[src/rtl/bcs_pkg.sv]
package bcs_pkg;
  localparam int unsigned OFS_W = 3;  // widest in-block offset (burst of 8)

  typedef struct packed {
    logic bl8;
    logic ilv;
  } burst_mode_t;
endpackage

[src/rtl/bcs_beat_ctr.sv]
module bcs_beat_ctr
  import bcs_pkg::*;
(
  input  logic             clk_i,
  input  logic             rst_ni,
  input  logic             start_i,
  input  logic             bl8_q_i,
  output logic             accept_o,
  output logic             active_o,
  output logic             last_o,
  output logic [OFS_W-1:0] cnt_o
);
  logic             active_q;
  logic [OFS_W-1:0] cnt_q;
  logic [OFS_W-1:0] last_idx;

  assign last_idx = bl8_q_i ? OFS_W'(7) : OFS_W'(3);
  assign last_o   = active_q && (cnt_q == last_idx);
  assign accept_o = start_i && (!active_q || last_o);
  assign active_o = active_q;
  assign cnt_o    = cnt_q;

  always_ff @(posedge clk_i or negedge rst_ni) begin
    if (!rst_ni) begin
      active_q <= 1'b0;
      cnt_q    <= '0;
    end else if (accept_o) begin
      active_q <= 1'b1;
      cnt_q    <= '0;
    end else if (last_o) begin
      active_q <= 1'b0;
      cnt_q    <= '0;
    end else if (active_q) begin
      cnt_q <= cnt_q + 1'b1;
    end
  end

  AST_CNT_RANGE: assert property (@(posedge clk_i) disable iff (!rst_ni)
    active_q |-> (cnt_q <= last_idx));
  AST_IDLE_CNT_ZERO: assert property (@(posedge clk_i) disable iff (!rst_ni)
    !active_q |-> (cnt_q == '0));
endmodule

[src/rtl/bcs_addr_gen.sv]
module bcs_addr_gen
  import bcs_pkg::*;
(
  input  logic [OFS_W-1:0] start_ofs_i,
  input  logic [OFS_W-1:0] cnt_i,
  input  burst_mode_t      mode_i,
  output logic [OFS_W-1:0] ofs_o
);
  logic [1:0] lo_seq, lo_ilv, lo;
  logic       hi_flip;

  assign lo_seq = start_ofs_i[1:0] + cnt_i[1:0];  // wraps inside the nibble
  assign lo_ilv = start_ofs_i[1:0] ^ cnt_i[1:0];
  assign lo     = mode_i.ilv ? lo_ilv : lo_seq;
  // bit 2 toggles after four beats in both 8-beat orders; it is fixed for 4-beat bursts
  assign hi_flip = mode_i.bl8 & cnt_i[2];
  assign ofs_o   = {start_ofs_i[2] ^ hi_flip, lo};
endmodule

[src/rtl/ddr_burst_col_seq.sv]
module ddr_burst_col_seq
  import bcs_pkg::*;
#(
  parameter int unsigned COL_W = 10
) (
  input  logic             clk_i,
  input  logic             rst_ni,
  input  logic             start_i,
  input  logic [COL_W-1:0] col_i,
  input  logic             bl8_i,
  input  logic             interleave_i,
  output logic             valid_o,
  output logic [COL_W-1:0] col_o,
  output logic             last_o
);
  localparam int unsigned HI_W = COL_W - OFS_W;

  logic [COL_W-1:0] col_q;
  burst_mode_t      mode_q;
  logic             accept;
  logic             active;
  logic             last;
  logic [OFS_W-1:0] cnt;
  logic [OFS_W-1:0] ofs;

  always_ff @(posedge clk_i or negedge rst_ni) begin
    if (!rst_ni) begin
      col_q  <= '0;
      mode_q <= '0;
    end else if (accept) begin
      col_q  <= col_i;
      mode_q <= '{bl8: bl8_i, ilv: interleave_i};
    end
  end

  bcs_beat_ctr u_ctr (
    .clk_i   (clk_i),
    .rst_ni  (rst_ni),
    .start_i (start_i),
    .bl8_q_i (mode_q.bl8),
    .accept_o(accept),
    .active_o(active),
    .last_o  (last),
    .cnt_o   (cnt)
  );

  bcs_addr_gen u_addr (
    .start_ofs_i(col_q[OFS_W-1:0]),
    .cnt_i      (cnt),
    .mode_i     (mode_q),
    .ofs_o      (ofs)
  );

  assign valid_o = active;
  assign last_o  = last;
  assign col_o   = active ? {col_q[COL_W-1:OFS_W], ofs} : '0;

  AST_LAST_VALID: assert property (@(posedge clk_i) disable iff (!rst_ni)
    last_o |-> valid_o);
  AST_END_IDLE: assert property (@(posedge clk_i) disable iff (!rst_ni)
    (last_o && !start_i) |=> !valid_o);
  AST_FIRST_BEAT: assert property (@(posedge clk_i) disable iff (!rst_ni)
    (start_i && (!valid_o || last_o)) |=> (valid_o && col_o == $past(col_i)));
  AST_BLOCK_FIXED: assert property (@(posedge clk_i) disable iff (!rst_ni)
    (valid_o && !last_o) |=> (col_o[COL_W-1:OFS_W] == $past(col_o[COL_W-1:OFS_W])));
  AST_MID_START_IGNORED: assert property (@(posedge clk_i) disable iff (!rst_ni)
    (start_i && valid_o && !last_o) |=> valid_o);

  if (HI_W < 1) begin : g_bad_width
    initial $error("COL_W must exceed the burst offset width");
  end
endmodule

[config.mk]
export PLATFORM = sky130hd
export DESIGN_NAME = ddr_burst_col_seq
export DESIGN_NICKNAME = d
export VERILOG_FILES = /design/src/rtl/bcs_pkg.sv /design/src/rtl/bcs_beat_ctr.sv /design/src/rtl/bcs_addr_gen.sv /design/src/rtl/ddr_burst_col_seq.sv
export SDC_FILE = /design/constraint.sdc
export NUM_CORES = 1
export LEC_CHECK = 0
export ABC_AREA = 1
export BUFFER_PORTS_ARGS = -buffer_cell sky130_fd_sc_hd__buf_2
export CORE_MARGIN = 8
export CORE_UTILIZATION = 40
export CTS_CLUSTER_DIAMETER = 30
export DETAILED_ROUTE_END_ITERATION = 10
export MAX_ROUTING_LAYER = met4
export PLACE_DENSITY_LB_ADDON = 0.05
export SETUP_SLACK_MARGIN = 0.5
export SYNTH_ARGS = -nofsm -noshare
export SYNTH_HDL_FRONTEND = slang
export SYNTH_HIERARCHICAL = 1
export SYNTH_SLANG_ARGS = --single-unit
[constraint.sdc]
create_clock -name clk_i -period 1.69 [get_ports clk_i]
set_input_delay 0.0845 -clock clk_i [delete_from_list [all_inputs] [get_ports clk_i]]
set_output_delay 0.0845 -clock clk_i [all_outputs]
set_load 0.03 [all_outputs]
======== After elaboration in Yosys (flattened, before gate mapping) ========
Cells that the tools add are included.
storage, ports and cells
  bits in registers ....................... 16
  logic and storage cells ................. 25
  output and inout bits ................... 12
  bits of input ports ..................... 15
operators by class
  reduce and logical (&&, ||, !) cells .... 6
  equality and inequality tests ........... 1
  add/sub/neg operators ................... 2
  bitwise logic cells ..................... 3
  muxes and demuxes ....................... 8
operators with widths
  kind                 number
  $mux 3               4
  $mux 10              1
  $add 3x1->3 const B  1
  $eq 3x3->1           1
  $reduce_bool 3->1    1
  $add 2x2->2          1
  $logic_and 1x1->1    2
  $mux 1               2
  $mux 2               1
  $reduce_bool 2->1    1
  $xor 2x2->2          1
  $and 1x1->1          1
  $logic_not 1->1      1
  $logic_or 1x1->1     1
  $xor 1x1->1          1

======== Longest topological paths before layout ========
Gate-level depths: netlist of run 1.
  depth in word-level cells ............... 6
  depth in mapped cells ................... 10
  mapped depth without buffers ............ 9

======== Hierarchy ========
Netlist of run 1, hierarchy kept.
modules (own cells, without submodules)
  module             instances  cells an instance  area an instance (um2)  seq. area each (um2)
  ddr_burst_col_seq  1          72                 538.0                   300.3
  bcs_beat_ctr       1          27                 214.0                   100.1
  bcs_addr_gen       1          17                 80.1                    0.0

======== Worst setup path after synthesis of run 1 ========
Ideal clock, no wire load.
  kind .................................... flip-flop to flip-flop
  start ................................... register u_ctr.cnt_q[1], in the netlist u_ctr/cnt_o[1]
  end ..................................... register col_q[1]
  setup slack ............................. 404 ps
  period minus slack after synthesis ...... 1286 ps
  path buffers ............................ 1
  library setup time ...................... 117 ps
  arrival time ............................ 1169 ps
  cell stages (with the launch flop) ...... 10
  data required time ...................... 1573 ps
  cell sequence ........................... dfrtp_1 > ha_1 > nand3_2 > nand2_2 > nand2_2 > inv_1 > inv_2 > buf_6 > nand2_1 > nand2_1
on the way
  longest elaborated chain between the ends .. 4
RTL lines
  element                   RTL line                 source
  start: declaration        bcs_beat_ctr.sv:14       logic [OFS_W-1:0] cnt_q;
  start signal: assignment  bcs_beat_ctr.sv:34       cnt_q <= cnt_q + 1'b1;
  $eq 3x3->1                bcs_beat_ctr.sv:18       assign last_o = active_q && (cnt_q == last_idx);
  $logic_and 1x1->1         bcs_beat_ctr.sv:18
  $logic_or 1x1->1          bcs_beat_ctr.sv:19       assign accept_o = start_i && (!active_q || last_o);
  $logic_and 1x1->1         bcs_beat_ctr.sv:19
  net accept                ddr_burst_col_seq.sv:20  logic accept;
  end signal: assignment    ddr_burst_col_seq.sv:31  col_q <= col_i;
  end: declaration          ddr_burst_col_seq.sv:18  logic [COL_W-1:0] col_q;
The timed path passes the listed nets, and every way through them passes these cells.
A chain may end at the register's enable or synchronous reset.

======== Worst setup path after layout of run 1 ========
  start ................................... register col_q[0]
  end ..................................... output col_o[1]
on the way
  longest elaborated chain between the ends .. 3
RTL lines
  element           RTL line                 source
  $add 2x2->2       bcs_addr_gen.sv:12       assign lo_seq = start_ofs_i[1:0] + cnt_i[1:0];
  $mux 2            bcs_addr_gen.sv:14       assign lo = mode_i.ilv ? lo_ilv : lo_seq;
  net ofs[1]        ddr_burst_col_seq.sv:24  logic [OFS_W-1:0] ofs;
  $mux 10           ddr_burst_col_seq.sv:56  assign col_o = active ? {col_q[COL_W-1:OFS_W], ofs} : '0;
  end: declaration  ddr_burst_col_seq.sv:13  output logic [COL_W-1:0] col_o,
The timed path passes the listed nets, and every way through them passes these cells.

==> results.cfg, run 1 <==
[routing]
wire_per_inst_um = 11.4
via_count = 831
drt-total-wl_um = 2200
routed_via_density = 4.33
drtPass1Iterations = 4
drc_errors = 0
initialDrtViolationCount = 32
ant_nets = 0

[synthesis]
synthSimpleGateAreaFrac = 0.332
syn_nets = 133
synth.distinct_cells = 14
syn_avg_cell_area_sq_um = 7.17
synth_compound_area_frac = 0.0120
synth_seq_cells = 16
synth_top_family_by_area = simple AND/OR/NAND/NOR gates
synthAdderAreaFrac = 0.0301
syn_area_sq_um = 832
synthMuxAreaShare = 0
synth_cells = 116
synth_xor_xnor_area_share = 0.0211
yosys_warnings = 6
yosysSeqAreaShare = 0.481

[clocking]
cts_tree = built
h-tree-depth = 1
clk_latency_ns = 0.29
clock_sinks = 16
cts_buffers = 3
clock_path_buffers = 2
clockRootBuffer = clkbuf_4
path_clk_slew_ns = 0.10

[global_route]
grt_usage = 0.126
grt_overflow = 0
antenna_found_initial = 0
grt_max_degree = 17
grt_pass1_wl_um = 3480
grt_pass1_vias = 810

[pwr]
switching_share = 0.464
pwr-share-comb = 0.637
clock_power_share = 0.094
p_switching_mw = 1.24
powerDensity_mw_per_mm2 = 2020
p_int_mw = 1.44
seq_power_share = 0.269
leakage_nw = 0.775
ir_drop_uv = 1070

[critical_path]
critPathLaunchType = flip-flop
reg2reg_slack_ns = 0.33
crit_end = col_o[1]
cp-end-kind = primary output
crit_type = flip-flop to primary output
cp.arrival_ns = 1.34
r2r-start = u_ctr/cnt_o[0]$_DFFE_PN0P_
worstPathRequired_ns = 1.61
reg2regPathDepth = 9
cp_max_fo = 2
reg2reg_to = col_q[1]$_DFFE_PN0P_
worstSetupStartpoint = col_q[0]$_DFFE_PN0P_

[timing]
relSlewSlack = 0.763
rsz0062_at_grt = yes
drv_slew = 0
tightestPinTransition_ns = 0.355
fin_crit_sh = 0.845
fin_tns_setup_ns = 0
setup_violations = 0
fin_crit_ns = 1.43
fin_skew_ns = 0.00728
fmax_ghz = 0.700
finalHoldViolCount = 0
whs_ns = 0.00236

[floorplanning]
coreArea_sq_mm = 0.00196
fp.dieH_um = 61.6
die_area_sq_mm = 0.00380
io_pins = 27
initial_core_util = 0.424
fp.dieW_um = 61.6
rows = 16

[min_path]
hp-class = input port to flip-flop

[finish]
area_growth_syn_to_layout_pct = 59.2
drive_gt1_frac = 0.339
fin_nets = 183
fin_cells = 192
diodes = 0

[place]
placedCellCount = 167
numPortBuffers = 26
place.gp.congestion = 0.866

[status]
outcome = complete, no violations

[flow_run]
max_cap_viol_count = 0
## through the flow
stage	total power, mW	setup slack, ns	util	cell area, sq um
5_1_grt	2.89	0.176	0.675	1330
3_3_place_gp	1.86	0.272	0.501	982
4_1_cts	2.45	0.275	0.631	1240
2_1_floorplan	1.58	0.452	-	835
3_5_place_dp	1.87	0.205	0.501	982
6_report	2.68	0.262	0.675	1330
## power groups by stage
stage	sequential, mW	clock [mW]	combinational, mW
2_1_floorplan	0.700	0	0.878
3_3_place_gp	0.726	0	1.13
3_5_place_dp	0.730	0	1.14
4_1_cts	0.699	0.255	1.50
5_1_grt	0.747	0.277	1.87
6_report	0.721	0.251	1.71
## layer usage
layer  global-route usage  routed length [um]  part of all wire
met4               0.0487                  13            0.0059
met1                0.150                1000              0.46
met5                    -                   0                 0
met3               0.0271                  97             0.044
met2                0.204                1080              0.49
## worst min-delay path by stage
stage	slack [ns]	to	from	cells past startpoint
6_report	0.002	col_q[2]$_DFFE_PN0P_	col_i[2]	3
5_1_grt	0.006	col_q[2]$_DFFE_PN0P_	col_i[2]	3
4_1_cts	0.002	col_q[1]$_DFFE_PN0P_	col_i[1]	3
3_5_place_dp	0.02	u_ctr/cnt_o[2]$_DFFE_PN0P_	rst_ni	1
3_3_place_gp	0.02	u_ctr/cnt_o[2]$_DFFE_PN0P_	rst_ni	1
2_1_floorplan	-0.21	col_q[0]$_DFFE_PN0P_	rst_ni	0
## worst max-delay path, stage by stage (launching register included)
cell	delay, ns
dfrtp_1	0.43
ha_4	0.18
nand2_1	0.06
nand3_1	0.07
nand2_1	0.06
inv_1	0.03
nand2_1	0.05
inv_1	0.04
buf_6	0.13
## cells in the mapped netlist
master,n,area (sq um)
nand2_1,61,229
inv_1,20,75.1
dfrtp_1,16,400
nor2_1,4,15.0
ha_1,2,25.0
nand2_2,2,12.5
nand3_1,2,10.0
o21ai_0,2,10.0
xnor2_1,2,17.5
buf_2,1,5.00
buf_4,1,7.51
buf_6,1,11.3
inv_2,1,3.75
nand3_2,1,10.0
## state kept, by name, summed over array words and instances, names as in the netlist
register / count
u_ctr/cnt_o: 3
col_q: 10
u_ctr/active_o: 1
mode_q: 2
## layout make-up
cell class,instances,area [sq um]
inverter,21,93.8
clock buffer,4,36.3
timing repair buffer,47,364
fill,178,637
sequential,16,403
multi-input combinational,76,388
tap,27,33.8
timing repair inverter,1,6.26
## cells in the final DEF (no fill, tap or decap), types with 2 or more instances in the layout
cell type      synthesis  routed
xnor2_1                2       2
nor2_1                 4       4
inv_2                  1       2
buf_4                  1      16
nand2_1               61      61
o21ai_2                0       2
inv_1                 20      17
buf_2                  1      15
inv_8                  0       2
clkbuf_4               0       3
buf_6                  1       7
nand3_1                2       2
dfrtp_2                0       2
dfrtp_1               16      14
dlygate4sd3_1          0       9
ha_4                   0       2
## repair_timing
action | CTS | global route
cloned | 1 | 0
endpoints found under the hold margin | 24 | 0
endpoints found under the setup margin | 25 | 27
gates resized for setup | 20 | 22
buffers inserted | 9 | 2
hold buffers | 9 | 0
pin swaps | 2 | 2
## cell families (layout without fill, tap and decap cells)
logic type               Yosys count  count (layout)
AND/OR/NAND/NOR                   70              70
buffers and inverters             24              73
flip-flops                        16              16
adder cells (fa/ha/maj)            2               2
AO/OA/AOI/OAI                      2               2
XOR/XNOR                           2               2
Note: power is estimated with default switching activity, not from simulation.
==> inputs of run 2 (changes only) <==
clock period = 1.2 ns   (was 1.69 ns; I/O delays follow)
==> results.cfg, run 2 (synthesized netlist as in run 1, its figures left out) <==
[status]
outcome = finished with violations
failed_checks = negative setup slack

[critical_path]
cp.arrival_ns = 1.41
crit_top_cell = buf_6
crit_type = flip-flop to primary output
slowest_delay_ns = 0.41
cp_max_fo = 2
critPathLaunchType = flip-flop
crit_slowest_cell = dfrtp_1
crit_chain = buf_6, ha_4, nand3_4, buf_4, nor2_4, buf_6
cp-end-kind = primary output
worstPathRequired_ns = 1.14

[finish]
diodes = 0
fin_nets = 190
most-common-layout-cells = nand2_1 (38), buf_6 (20), nand2_2 (19), dfrtp_1 (15), buf_2 (14)
fin_cells = 199
regArea_sq_um = 402
area_growth_syn_to_layout_pct = 85.1
largest_register_ffs = 10
final_area_sq_mm = 0.00154
drive_gt1_frac = 0.547
fillers = 146
multi_input_area_sq_um = 477
layout_commonest_cell = nand2_1
final_util = 0.785
top_register = col_q

[floorplanning]
rows = 16
io_pins = 27
fp.dieW_um = 61.6
initial_core_util = 0.424
coreArea_sq_mm = 0.00196
fp.dieH_um = 61.6
die_area_sq_mm = 0.00380

[timing]
tightestPinTransition_ns = 0.363
relSlewSlack = 0.758
rsz0062_at_grt = yes
fin_skew_ns = 0.000933
setup_ws_ns = -0.267
fin_crit_ns = 1.47
fmax_ghz = 0.681
finalHoldViolCount = 0
setup_violations = 20
drv_slew = 0
fin_crit_sh = 1.22

[global_route]
grt_usage = 0.129
grt_overflow = 0
grt_pass1_vias = 835
grt_pass1_wl_um = 3500
antenna_found_initial = 0
grt_max_degree = 17

[routing]
wire_per_inst_um = 12.1
dr.max_layer_used = met4
via_count = 881
ant_nets = 0
drtPass1Iterations = 4
initialDrtViolationCount = 23
routed_via_density = 4.43
drt-total-wl_um = 2410
met2_length_um = 1300
drc_errors = 0
dr_wl_met3_um = 102
wl_met1_um = 997

[place]
dpl.hpwl_um = 1410
placedCellCount = 175
place_area_sq_mm = 0.00106
numPortBuffers = 26
place.gp.congestion = 0.790

[clocking]
clock_sinks = 16
cts_tree = built
clock_path_buffers = 2
clk_latency_ns = 0.28
cts_buffers = 3
clockRootBuffer = clkbuf_4
h-tree-depth = 1
path_clk_slew_ns = 0.10

[pwr]
powerDensity_mw_per_mm2 = 2810
leakage_nw = 0.845
ir_drop_uv = 1720
p_total_mw = 4.33

[flow_run]
max_cap_viol_count = 0

[min_path]
hp-class = input port to flip-flop
==> run 2: changes by cell type in the layout (fill, tap and decap cells not counted), moves of 2 or more <==
cell,change
nand2_4,+5
nor2_2,+2
inv_2,+9
dlygate4sd3_1,+4
buf_4,-9
nand2_2,+19
nand2_1,-23
nor2_1,-3
buf_6,+13
inv_1,-9
==> run 2: metal layers <==
metal,vias to the layer above,GRT usage
met2,17,0.213
li1,446,-
met1,416,0.143
met5,-,-
met4,0,0.0584
met3,2,0.0313
==> run 2: worst paths after layout <==
| kind | startpoint | to | cells after the start | slack [ns] |
|---|---|---|---|---|
| max | u_ctr/cnt_o[0]$_DFFE_PN0P_ | last_o | 6 | -0.27 |
| min | start_i | u_ctr/cnt_o[1]$_DFFE_PN0P_ | 4 | 0.09 |
| max reg2reg | u_ctr/cnt_o[0]$_DFFE_PN0P_ | col_q[7]$_DFFE_PN0P_ | 9 | -0.15 |
| min reg2reg | col_q[7]$_DFFE_PN0P_ | col_q[7]$_DFFE_PN0P_ | 2 | 0.51 |
| max in group asynchronous | rst_ni | u_ctr/active_o$_DFFE_PN0P_ | 2 | 0.70 |
| min in group asynchronous | rst_ni | u_ctr/cnt_o[2]$_DFFE_PN0P_ | 2 | 0.21 |
==> run 2: layout make-up <==
cell class / count / share of cell area
inverter: 21 / 0.0609
sequential: 16 / 0.261
multi-input combinational: 76 / 0.310
timing repair buffer: 55 / 0.323
clock buffer: 4 / 0.0236
tap: 27 / 0.0219
==> run 2: power by group <==
group | leakage [nW] | switching [mW] | internal, mW | total [mW]
Sequential | 0.197 | 0.235 | 0.798 | 1.03
Clock | 0.0210 | 0.176 | 0.185 | 0.361
Combinational | 0.627 | 1.56 | 1.38 | 2.93
Total | 0.845 | 1.97 | 2.36 | 4.33
==> run 2: metrics by stage <==
stage	hold slack (ns)	TNS (ns)	worst slack, ns
CTS	0.0544	-0.924	-0.241
floorplan	-0.236	-0.355	-0.0338
finish	0.0929	-2.35	-0.267
global placement	-0.00250	-0.0346	-0.00945
global route	0.0804	-3.71	-0.361
detailed placement	0.000862	-0.631	-0.0616
==> run 2: repair_timing <==
item                                    in CTS  in global routing
hold buffers                                13                  0
endpoints found under the setup margin      28                 28
gates resized for setup                     47                 34
pin swaps                                    4                 15
endpoints found under the hold margin       28                  0
setup buffers                                3                  3
cloned                                       1                  0
==> run 2: worst max-delay path, delay by kind of cell (launching register included) <==
family / cells / cell delay, ns
flip-flops: 1 / 0.41
buffers and inverters: 3 / 0.41
AND/OR/NAND/NOR: 2 / 0.16
adder cells (fa/ha/maj): 1 / 0.15
==> inputs of run 3 (changes only) <==
BUFFER_PORTS_ARGS = default   (was -buffer_cell sky130_fd_sc_hd__buf_2)
DONT_BUFFER_PORTS = 1   (was default)
==> results.cfg, run 3 (synthesized netlist as in run 1, its figures left out) <==
[status]
outcome = finished with violations
failed_checks = negative hold slack, negative setup slack

[flow_run]
max_cap_viol_count = 0

[global_route]
grt_max_degree = 17
antenna_found_initial = 0
grt_pass1_wl_um = 3260
grt_usage = 0.118
grt_pass1_vias = 751
grt_overflow = 0

[routing]
routed_via_density = 4.43
wire_per_inst_um = 11.6
drtPass1Iterations = 4
via_count = 771
drt-total-wl_um = 2010
ant_nets = 0
initialDrtViolationCount = 23
drc_errors = 0

[clocking]
clockRootBuffer = clkbuf_4
clock_sinks = 16
h-tree-depth = 1
clk_latency_ns = 0.28
postCtsHoldBufs = 13
cts_tree = built
cts_buffers = 3
clock_path_buffers = 2
path_clk_slew_ns = 0.09

[timing]
fin_crit_ns = 1.42
fmax_ghz = 0.703
finalHoldViolCount = 20
rsz0062_at_grt = yes
relSlewSlack = 0.515
fin_skew_ns = 0.00456
whs_ns = -0.108
fin_crit_sh = 1.19
tightestPinTransition_ns = 0.728
setup_ws_ns = -0.223
setup_violations = 17
drv_slew = 0

[place]
place.gp.congestion = 0.765
placedCellCount = 151
dpl.hpwl_um = 1400
numPortBuffers = 0

[floorplanning]
rows = 16
die_area_sq_mm = 0.00380
coreArea_sq_mm = 0.00196
initial_core_util = 0.424
fp.dieH_um = 61.6
io_pins = 27
fp.dieW_um = 61.6

[critical_path]
crit_end = col_o[1]
critPathLaunchType = flip-flop
crit_type = flip-flop to primary output
reg2reg_slack_ns = -0.13
cp.arrival_ns = 1.36
worstSetupStartpoint = u_ctr/cnt_o[0]$_DFFE_PN0P_
worstPathRequired_ns = 1.14
reg2reg_to = col_q[1]$_DFFE_PN0P_
reg2regPathDepth = 9
cp_max_fo = 2
cp-end-kind = primary output
r2r-start = u_ctr/cnt_o[0]$_DFFE_PN0P_

[min_path]
hp-class = input port to async pin

[finish]
area_growth_syn_to_layout_pct = 45.0
largest_register_ffs = 10
layout_commonest_cell = nand2_1
drive_gt1_frac = 0.306
top_register = col_q
diodes = 0
most-common-layout-cells = nand2_1 (60), dfrtp_1 (15), dlygate4sd3_1 (12), inv_2 (11), buf_4 (11)
fin_cells = 174
fin_nets = 165

[pwr]
powerDensity_mw_per_mm2 = 2850
ir_drop_uv = 1330
pwr-share-comb = 0.607
p_switching_mw = 1.64
seq_power_share = 0.292
p_int_mw = 1.80
switching_share = 0.476
clock_power_share = 0.101
leakage_nw = 0.682
run 3: cell count changes in the layout (fill, tap and decap cells not counted), moves of 2 or more:
cell	before	now
nand2_1	38	60
buf_4	7	11
buf_6	20	5
buf_2	14	1
nor2_1	1	3
inv_4	0	2
nand2_2	19	3
inv_8	2	0
nand2_4	6	0
run 3: repair_timing:
| item | in CTS | in global routing |
|---|---|---|
| resized for setup | 12 | 6 |
| hold endpoints to repair | 32 | 20 |
| setup buffers | 4 | 1 |
| pin swaps | 6 | 3 |
| setup endpoints to repair | 28 | 44 |
| cloned | 1 | 0 |
run 3: worst min path at each step:
stage | from | endpoint | slack (ns)
floorplan | rst_ni | col_q[0]$_DFFE_PN0P_ | -0.24
global placement | rst_ni | u_ctr/cnt_o[0]$_DFFE_PN0P_ | -0.24
detailed placement | rst_ni | u_ctr/cnt_o[0]$_DFFE_PN0P_ | -0.24
CTS | start_i | u_ctr/active_o$_DFFE_PN0P_ | -0.10
global route | start_i | u_ctr/active_o$_DFFE_PN0P_ | -0.11
finish | rst_ni | u_ctr/cnt_o[0]$_DFFE_PN0P_ | -0.11
run 3: per-stage QoR:
step	setup WS (ns)	instance area (sq um)	util	power [mW]	TNS (ns)
after floorplan	-0.0338	838	-	2.28	-0.355
after global placement	-0.0106	931	0.474	2.66	-0.0119
after detailed placement	-0.0214	931	0.474	2.69	-0.0782
after CTS	-0.250	1180	0.601	3.34	-1.76
after global routing	-0.322	1210	0.615	3.72	-3.29
final	-0.223	1210	0.615	3.44	-1.93
run 3: power by group through the flow:
stage / Combinational [mW] / Clock [mW] / Sequential, mW
6_report: 2.09 / 0.347 / 1.00
4_1_cts: 1.98 / 0.369 / 0.998
2_1_floorplan: 1.29 / 0 / 0.991
3_3_place_gp: 1.68 / 0 / 0.985
3_5_place_dp: 1.70 / 0 / 0.988
5_1_grt: 2.29 / 0.387 / 1.04
run 3: critical path, stage by stage (launching register included):
cell	delay, ns
dfrtp_1	0.41
buf_6	0.13
ha_4	0.15
inv_2	0.04
nor2_1	0.03
nand3_1	0.06
nand2_1	0.05
inv_1	0.06
nand2_2	0.06
inv_4	0.09
run 3: cell type report:
type                    count  area, sq um
inverters                  21         83.8
multi-input cells          76          374
fillers                   203          756
clock buffers               4         36.3
well taps                  27         33.8
flip-flops and latches     16          402
repair buffers             30          277
run 3: metal layers:
layer / wire, um / GRT usage / part of all wire
met2: 978 / 0.188 / 0.49
met5: 0 / - / 0
met1: 920 / 0.144 / 0.46
met4: 9 / 0.0390 / 0.0045
met3: 102 / 0.0271 / 0.051
